<file path="config.mk">
export PLATFORM = sky130hd
export DESIGN_NAME = rst_cause_resolver
export DESIGN_NICKNAME = d
export VERILOG_FILES = /design/src/rtl/rcr_pkg.sv /design/src/rtl/rcr_sync.sv /design/src/rtl/rcr_prio_pick.sv /design/src/rtl/rcr_out_stage.sv /design/src/rtl/rst_cause_resolver.sv
export SDC_FILE = /design/constraint.sdc
export NUM_CORES = 1
export LEC_CHECK = 0
export BUFFER_PORTS_ARGS = -buffer_cell sky130_fd_sc_hd__buf_4
export CORE_AREA = 2 2 65 67
export DETAILED_ROUTE_END_ITERATION = 10
export DIE_AREA = 0 0 67 69
export PLACE_DENSITY = 0.64
export SETUP_SLACK_MARGIN = 0.02
export SLEW_MARGIN = 20
export SYNTH_ARGS = -nofsm -noshare
export SYNTH_HDL_FRONTEND = slang
export SYNTH_SLANG_ARGS = --single-unit
</file>
<file path="constraint.sdc">
create_clock -name clk -period 2.25 [get_ports clk]
set_input_delay 0.3375 -clock clk [delete_from_list [all_inputs] [get_ports clk]]
set_output_delay 0.3375 -clock clk [all_outputs]
set_load 0.03 [all_outputs]
</file>
<file path="src/rtl/rcr_pkg.sv">
package rcr_pkg;

  localparam int unsigned NCAUSE = 8;
  localparam int unsigned CIDX_W = $clog2(NCAUSE);

  typedef logic [CIDX_W-1:0] cidx_t;

  typedef enum logic [1:0] {
    RT_NONE = 2'b00,
    RT_FUND = 2'b01,
    RT_HOT  = 2'b10,
    RT_SBR  = 2'b11
  } rst_type_e;

  typedef enum logic [1:0] {
    SC_NONE = 2'b00,
    SC_PORT = 2'b01,
    SC_PART = 2'b10,
    SC_DEV  = 2'b11
  } rst_scope_e;

  // cause numbering: lower index is stronger
  localparam cidx_t C_DEV_FUND  = 3'd0;
  localparam cidx_t C_PORT_MODE = 3'd1;
  localparam cidx_t C_PART_PIN  = 3'd2;
  localparam cidx_t C_PART_CTL  = 3'd3;
  localparam cidx_t C_HOT_TS    = 3'd4;
  localparam cidx_t C_HOT_DL    = 3'd5;
  localparam cidx_t C_UP_SBR    = 3'd6;
  localparam cidx_t C_DN_SBR    = 3'd7;

  function automatic rst_type_e type_of(cidx_t c);
    rst_type_e t;
    case (c)
      C_DEV_FUND, C_PORT_MODE, C_PART_PIN, C_PART_CTL: t = RT_FUND;
      C_HOT_TS, C_HOT_DL:                              t = RT_HOT;
      default:                                         t = RT_SBR;
    endcase
    return t;
  endfunction

  function automatic rst_scope_e scope_of(cidx_t c);
    rst_scope_e s;
    case (c)
      C_DEV_FUND:           s = SC_DEV;
      C_PORT_MODE, C_DN_SBR: s = SC_PORT;
      default:              s = SC_PART;
    endcase
    return s;
  endfunction

  function automatic logic held_type_changes(rst_type_e cur, rst_type_e nxt);
    return (cur != RT_NONE) && (nxt != RT_NONE) && (cur != nxt);
  endfunction

endpackage

</file>
<file path="src/rtl/rcr_sync.sv">
module rcr_sync #(
  parameter int unsigned WIDTH  = 8,
  parameter int unsigned STAGES = 2
) (
  input  logic             clk,
  input  logic             rst_n,
  input  logic [WIDTH-1:0] d,
  output logic [WIDTH-1:0] q
);

  logic [WIDTH-1:0] stage_q [STAGES];

  generate
    for (genvar s = 0; s < STAGES; s++) begin : g_stage
      if (s == 0) begin : g_first
        always_ff @(posedge clk or negedge rst_n) begin
          if (!rst_n) stage_q[s] <= '0;
          else        stage_q[s] <= d;
        end
      end else begin : g_next
        always_ff @(posedge clk or negedge rst_n) begin
          if (!rst_n) stage_q[s] <= '0;
          else        stage_q[s] <= stage_q[s-1];
        end
      end
    end
  endgenerate

  assign q = stage_q[STAGES-1];

endmodule

</file>
<file path="src/rtl/rcr_prio_pick.sv">
module rcr_prio_pick #(
  parameter int unsigned N = 8,
  localparam int unsigned IW = (N > 1) ? $clog2(N) : 1
) (
  input  logic [N-1:0]  req,
  output logic          hit,
  output logic [IW-1:0] idx
);

  always_comb begin
    hit = |req;
    idx = '0;
    for (int i = N - 1; i >= 0; i--) begin
      if (req[i]) idx = IW'(i);
    end
  end

endmodule

</file>
<file path="src/rtl/rcr_out_stage.sv">
module rcr_out_stage
  import rcr_pkg::*;
#(
  parameter int unsigned NPORTS = 4
) (
  input  logic              clk,
  input  logic              rst_n,
  input  logic              arb_hit,
  input  cidx_t             arb_idx,
  input  logic [NPORTS-1:0] mode_vec,
  input  logic [NPORTS-1:0] dn_vec,
  output logic              valid_q,
  output cidx_t             cause_q,
  output rst_type_e         type_q,
  output rst_scope_e        scope_q,
  output logic [NPORTS-1:0] ports_q,
  output logic              sticky_q,
  output logic              tchg_q,
  output logic              type_edge,
  output logic              dev_entry
);

  localparam logic [NPORTS-1:0] ALL_PORTS = {NPORTS{1'b1}};

  rst_type_e         nxt_type;
  rst_scope_e        nxt_scope;
  logic [NPORTS-1:0] nxt_ports;

  always_comb begin
    nxt_type  = RT_NONE;
    nxt_scope = SC_NONE;
    nxt_ports = '0;
    if (arb_hit) begin
      nxt_type  = type_of(arb_idx);
      nxt_scope = scope_of(arb_idx);
      if (arb_idx == C_PORT_MODE)   nxt_ports = mode_vec;
      else if (arb_idx == C_DN_SBR) nxt_ports = dn_vec;
      else                          nxt_ports = ALL_PORTS;
    end
  end

  assign type_edge = held_type_changes(type_q, nxt_type);
  assign dev_entry = arb_hit && (arb_idx == C_DEV_FUND)
                     && !(valid_q && (cause_q == C_DEV_FUND));

  always_ff @(posedge clk or negedge rst_n) begin
    if (!rst_n) begin
      valid_q  <= 1'b0;
      cause_q  <= '0;
      type_q   <= RT_NONE;
      scope_q  <= SC_NONE;
      ports_q  <= '0;
      sticky_q <= 1'b0;
      tchg_q   <= 1'b0;
    end else begin
      valid_q  <= arb_hit;
      cause_q  <= arb_hit ? arb_idx : '0;
      type_q   <= nxt_type;
      scope_q  <= nxt_scope;
      ports_q  <= nxt_ports;
      sticky_q <= dev_entry;
      tchg_q   <= type_edge;
    end
  end

endmodule

</file>
<file path="src/rtl/rst_cause_resolver.sv">
module rst_cause_resolver
  import rcr_pkg::*;
#(
  parameter int unsigned NPORTS      = 4,
  parameter int unsigned SYNC_STAGES = 2
) (
  input  logic              clk,
  input  logic              rst_n,
  input  logic              dev_fund_req,
  input  logic [NPORTS-1:0] port_mode_chg,
  input  logic [NPORTS-1:0] port_mode_rst_sel,
  input  logic              part_pin_req,
  input  logic              part_ctl_req,
  input  logic              hot_ts_req,
  input  logic              hot_dl_req,
  input  logic              up_sbr_req,
  input  logic [NPORTS-1:0] dn_sbr_req,
  output logic              win_valid,
  output logic [2:0]        win_cause,
  output logic [1:0]        rst_type,
  output logic [1:0]        rst_scope,
  output logic [NPORTS-1:0] port_rst,
  output logic              sticky_clr,
  output logic              type_chg
);

  localparam int unsigned NSCALAR = 6;
  localparam int unsigned RAW_W   = NSCALAR + 3 * NPORTS;
  localparam int unsigned CHG_LO  = NSCALAR;
  localparam int unsigned SEL_LO  = NSCALAR + NPORTS;
  localparam int unsigned DN_LO   = NSCALAR + 2 * NPORTS;

  logic [RAW_W-1:0]  raw_req;
  logic [RAW_W-1:0]  sync_req;
  logic [NPORTS-1:0] mode_qual;
  logic [NPORTS-1:0] dn_sync;
  logic [NCAUSE-1:0] cause_req;
  logic              arb_hit;
  cidx_t             arb_idx;
  logic              type_edge;
  logic              dev_entry;

  rst_type_e  type_q;
  rst_scope_e scope_q;
  cidx_t      cause_q;

  assign raw_req = {dn_sbr_req, port_mode_rst_sel, port_mode_chg,
                    up_sbr_req, hot_dl_req, hot_ts_req,
                    part_ctl_req, part_pin_req, dev_fund_req};

  rcr_sync #(.WIDTH(RAW_W), .STAGES(SYNC_STAGES)) u_sync (
    .clk   (clk),
    .rst_n (rst_n),
    .d     (raw_req),
    .q     (sync_req)
  );

  generate
    for (genvar p = 0; p < NPORTS; p++) begin : g_port
      assign mode_qual[p] = sync_req[CHG_LO + p] & sync_req[SEL_LO + p];
      assign dn_sync[p]   = sync_req[DN_LO + p];
    end
  endgenerate

  assign cause_req[C_DEV_FUND]  = sync_req[0];
  assign cause_req[C_PORT_MODE] = |mode_qual;
  assign cause_req[C_PART_PIN]  = sync_req[1];
  assign cause_req[C_PART_CTL]  = sync_req[2];
  assign cause_req[C_HOT_TS]    = sync_req[3];
  assign cause_req[C_HOT_DL]    = sync_req[4];
  assign cause_req[C_UP_SBR]    = sync_req[5];
  assign cause_req[C_DN_SBR]    = |dn_sync;

  rcr_prio_pick #(.N(NCAUSE)) u_pick (
    .req (cause_req),
    .hit (arb_hit),
    .idx (arb_idx)
  );

  rcr_out_stage #(.NPORTS(NPORTS)) u_out (
    .clk       (clk),
    .rst_n     (rst_n),
    .arb_hit   (arb_hit),
    .arb_idx   (arb_idx),
    .mode_vec  (mode_qual),
    .dn_vec    (dn_sync),
    .valid_q   (win_valid),
    .cause_q   (cause_q),
    .type_q    (type_q),
    .scope_q   (scope_q),
    .ports_q   (port_rst),
    .sticky_q  (sticky_clr),
    .tchg_q    (type_chg),
    .type_edge (type_edge),
    .dev_entry (dev_entry)
  );

  assign win_cause = 3'(cause_q);
  assign rst_type  = type_q;
  assign rst_scope = scope_q;

endmodule

</file>
==> impl_metrics.env <==
export IMPL_clockRootBuffer="clkbuf_8"
export IMPL_drc=0
export IMPL_place_port_buffers=33
export IMPL_gr_max_usage_layer="met2"
export IMPL_yosys_warnings=0
export IMPL_p_seq_frac=0.572
export IMPL_grt_use_total=0.108
export IMPL_use_met1=0.128
export IMPL_finalHoldViolCount=0
export IMPL_fin_total_pwr_w=0.00169
export IMPL_finalMaxSlewViolations=0
export IMPL_drt_iter0_drc=15
export IMPL_num_rows=23
export IMPL_syn_num_nets=113
export IMPL_final_layout_size_suffix_gt1_frac=0.338
export IMPL_leakage_nw=0.907
export IMPL_antenna_cells=0
export IMPL_numCtsBuffers=5
export IMPL_period_minus_slack_ns=1.84
export IMPL_max_freq_ghz=0.545
export IMPL_core_region_area_um2=3910
export IMPL_gr_usage_met2=0.162
export IMPL_cts_resized=0
export IMPL_pwr_share_comb=0.076
export IMPL_wl_um=2210
export IMPL_synth_edf_count=0
export IMPL_ant_nets=0
export IMPL_clk_pin_slew_worst_paths_ns=0.08
export IMPL_ff2ff_path_depth=4
export IMPL_critPathKind="flip-flop to flip-flop"
export IMPL_syn_area_per_cell_um2=16.5
export IMPL_dieWidth_um=67
export IMPL_start_util=0.391
export IMPL_vdd_drop_max_mv=0.418
export IMPL_slew_headroom=0.611
export IMPL_r2r_start="u_sync.q[9]"
export IMPL_wl_per_cell_um=12.1
export IMPL_ioPinCount=34
export IMPL_rsz0062_at_grt="false"
export IMPL_cap_violations=0
export IMPL_power_switching_w=0.000360
export IMPL_p_per_area_nw_per_um2=869
export IMPL_synth_cells=93
export IMPL_netlist_area_um2=1530
export IMPL_cts_hold_buf=0
export IMPL_grt_ovfl_total=0
export IMPL_vias_per_cell=4.61
export IMPL_start_kind="flip-flop"
export IMPL_die_y_um=69
export IMPL_vias=844
export IMPL_place_gp_congestion=0.744
export IMPL_hp_class="input pin to asynchronous set/reset pin"
export IMPL_synth_seq_cells=50
export IMPL_antenna_found_initial=0
export IMPL_grt_use_met3=0.0506
export IMPL_switching_share=0.214
export IMPL_grt_pass1_vias=829
export IMPL_cts_setup_buffers=0
export IMPL_clock_latency_ns=0.30
export IMPL_synthDistinctLibCells=25
export IMPL_syn2layout_area_growth_pct=26.6
export IMPL_final_common_cell="dfrtp_1"
export IMPL_finalCritPeriodShare=0.816
export IMPL_pwr_share_clk=0.352
export IMPL_dieArea_um2=4620
export IMPL_async_flop_share=1.00
export IMPL_clock_skew_ns=0.00478
export IMPL_grt_pass1_wl_um=3670
export IMPL_drtPass1Iterations=4
export IMPL_cts_buffer_depth=2
export IMPL_final_cell_mix="dfrtp_1, buf_4, nand2_1"
export IMPL_path_max_fanout=8
export IMPL_setup_violations_final=0
export IMPL_ys_flop_type="dfrtp_1"
export IMPL_worstPathRequired_ns=2.44
export IMPL_r2r_end="u_out.ports_q[1]"
export IMPL_grt_max_degree=51
export IMPL_tightest_slew_ns=0.583
export IMPL_cts_tree="done"
export IMPL_r2r_slack_ns=0.41
export IMPL_synth_seq_area_share=0.817
export IMPL_internal_power_w=0.00133
export IMPL_htreeDepth=2
export IMPL_setup_tns_ns=0
export IMPL_end_kind="flip-flop"
export IMPL_outcome="complete, no violations"
export IMPL_numClockSinks=50
export IMPL_arrival_ns=2.02
export IMPL_nets=152
-- sequential cells by signal (all words and copies together), names as in the netlist --
| name | count |
|---|---|
| u_sync.q | 18 |
| u_out.sticky_q | 1 |
| u_out.type_q | 2 |
| u_out.valid_q | 1 |
| u_sync.stage_q | 18 |
| u_out.scope_q | 2 |
| u_out.tchg_q | 1 |
| u_out.cause_q | 3 |
| u_out.ports_q | 4 |
-- synth_stat cells, types with 2 or more instances --
master / instances / area [µm²]
o211a_1: 3 / 30.0
nand2_1: 8 / 30.0
nor2_1: 4 / 15.0
dfrtp_1: 50 / 1250
a21oi_1: 2 / 10.0
a21boi_1: 2 / 15.0
inv_1: 4 / 15.0
o21ai_0: 3 / 15.0
-- power by group through the flow --
| stage | logic [W] | clock network, W | registers, W |
|---|---|---|---|
| 2_1_floorplan | 0.0000318 | 0 | 0.00101 |
| 3_3_place_gp | 0.000127 | 0 | 0.000981 |
| 3_5_place_dp | 0.000131 | 0 | 0.000983 |
| 4_1_cts | 0.000131 | 0.000612 | 0.000964 |
| 5_1_grt | 0.000140 | 0.000656 | 0.000970 |
| 6_report | 0.000129 | 0.000593 | 0.000963 |
-- layer usage --
metal | part of all wire | routed length (µm)
met5 | 0 | 0
met4 | 0.024 | 54
met3 | 0.080 | 176
met2 | 0.48 | 1050
met1 | 0.42 | 928
-- how the worst max path moves through the flow --
stage	endpoint	slack [ns]	start	cells after the start
4_1_cts	u_out.ports_q[0]	0.41	u_sync.q[9]	4
3_3_place_gp	u_out.ports_q[0]	0.46	u_sync.q[9]	4
5_1_grt	u_out.ports_q[1]	0.27	u_sync.q[9]	4
6_report	u_out.ports_q[1]	0.41	u_sync.q[9]	4
3_5_place_dp	u_out.ports_q[0]	0.44	u_sync.q[9]	4
2_1_floorplan	u_out.ports_q[0]	0.67	u_sync.q[9]	5
-- critical path, cell delays in order (launching register included) --
cell and delay, ns:
dfrtp_1 0.39, a222oi_1 0.53, and3_1 0.42, nand3_1 0.21, o211a_1 0.17
-- metrics by stage --
step	area [µm²]	setup WS, ns	hold slack (ns)	std cells	util
final	1940	0.414	0.0312	183	0.496
after global routing	1940	0.266	0.0792	183	0.496
after CTS	1940	0.413	0.0490	183	0.496
after detailed placement	1830	0.441	0.335	175	0.468
after global placement	1830	0.456	0.336	175	0.468
after floorplan	1530	0.674	0.0419	93	-
-- layout make-up --
type,count,area (µm²)
flip-flops and latches,50,1250
inverters,4,15.0
clock inverters,3,40.0
fillers,370,1970
multi-input cells,38,254
clock buffers,5,68.8
repair buffers,33,248
well taps,50,62.6
-- kinds of logic (layout without fill, tap and decap cells) --
kind of cell / after synthesis / in the layout / synth area share
flops: 50 / 50 / 0.817
compound gates: 20 / 20 / 0.105
simple gates: 18 / 18 / 0.0613
buf+inv: 5 / 45 / 0.0172
(Power assumes the default switching activity.)
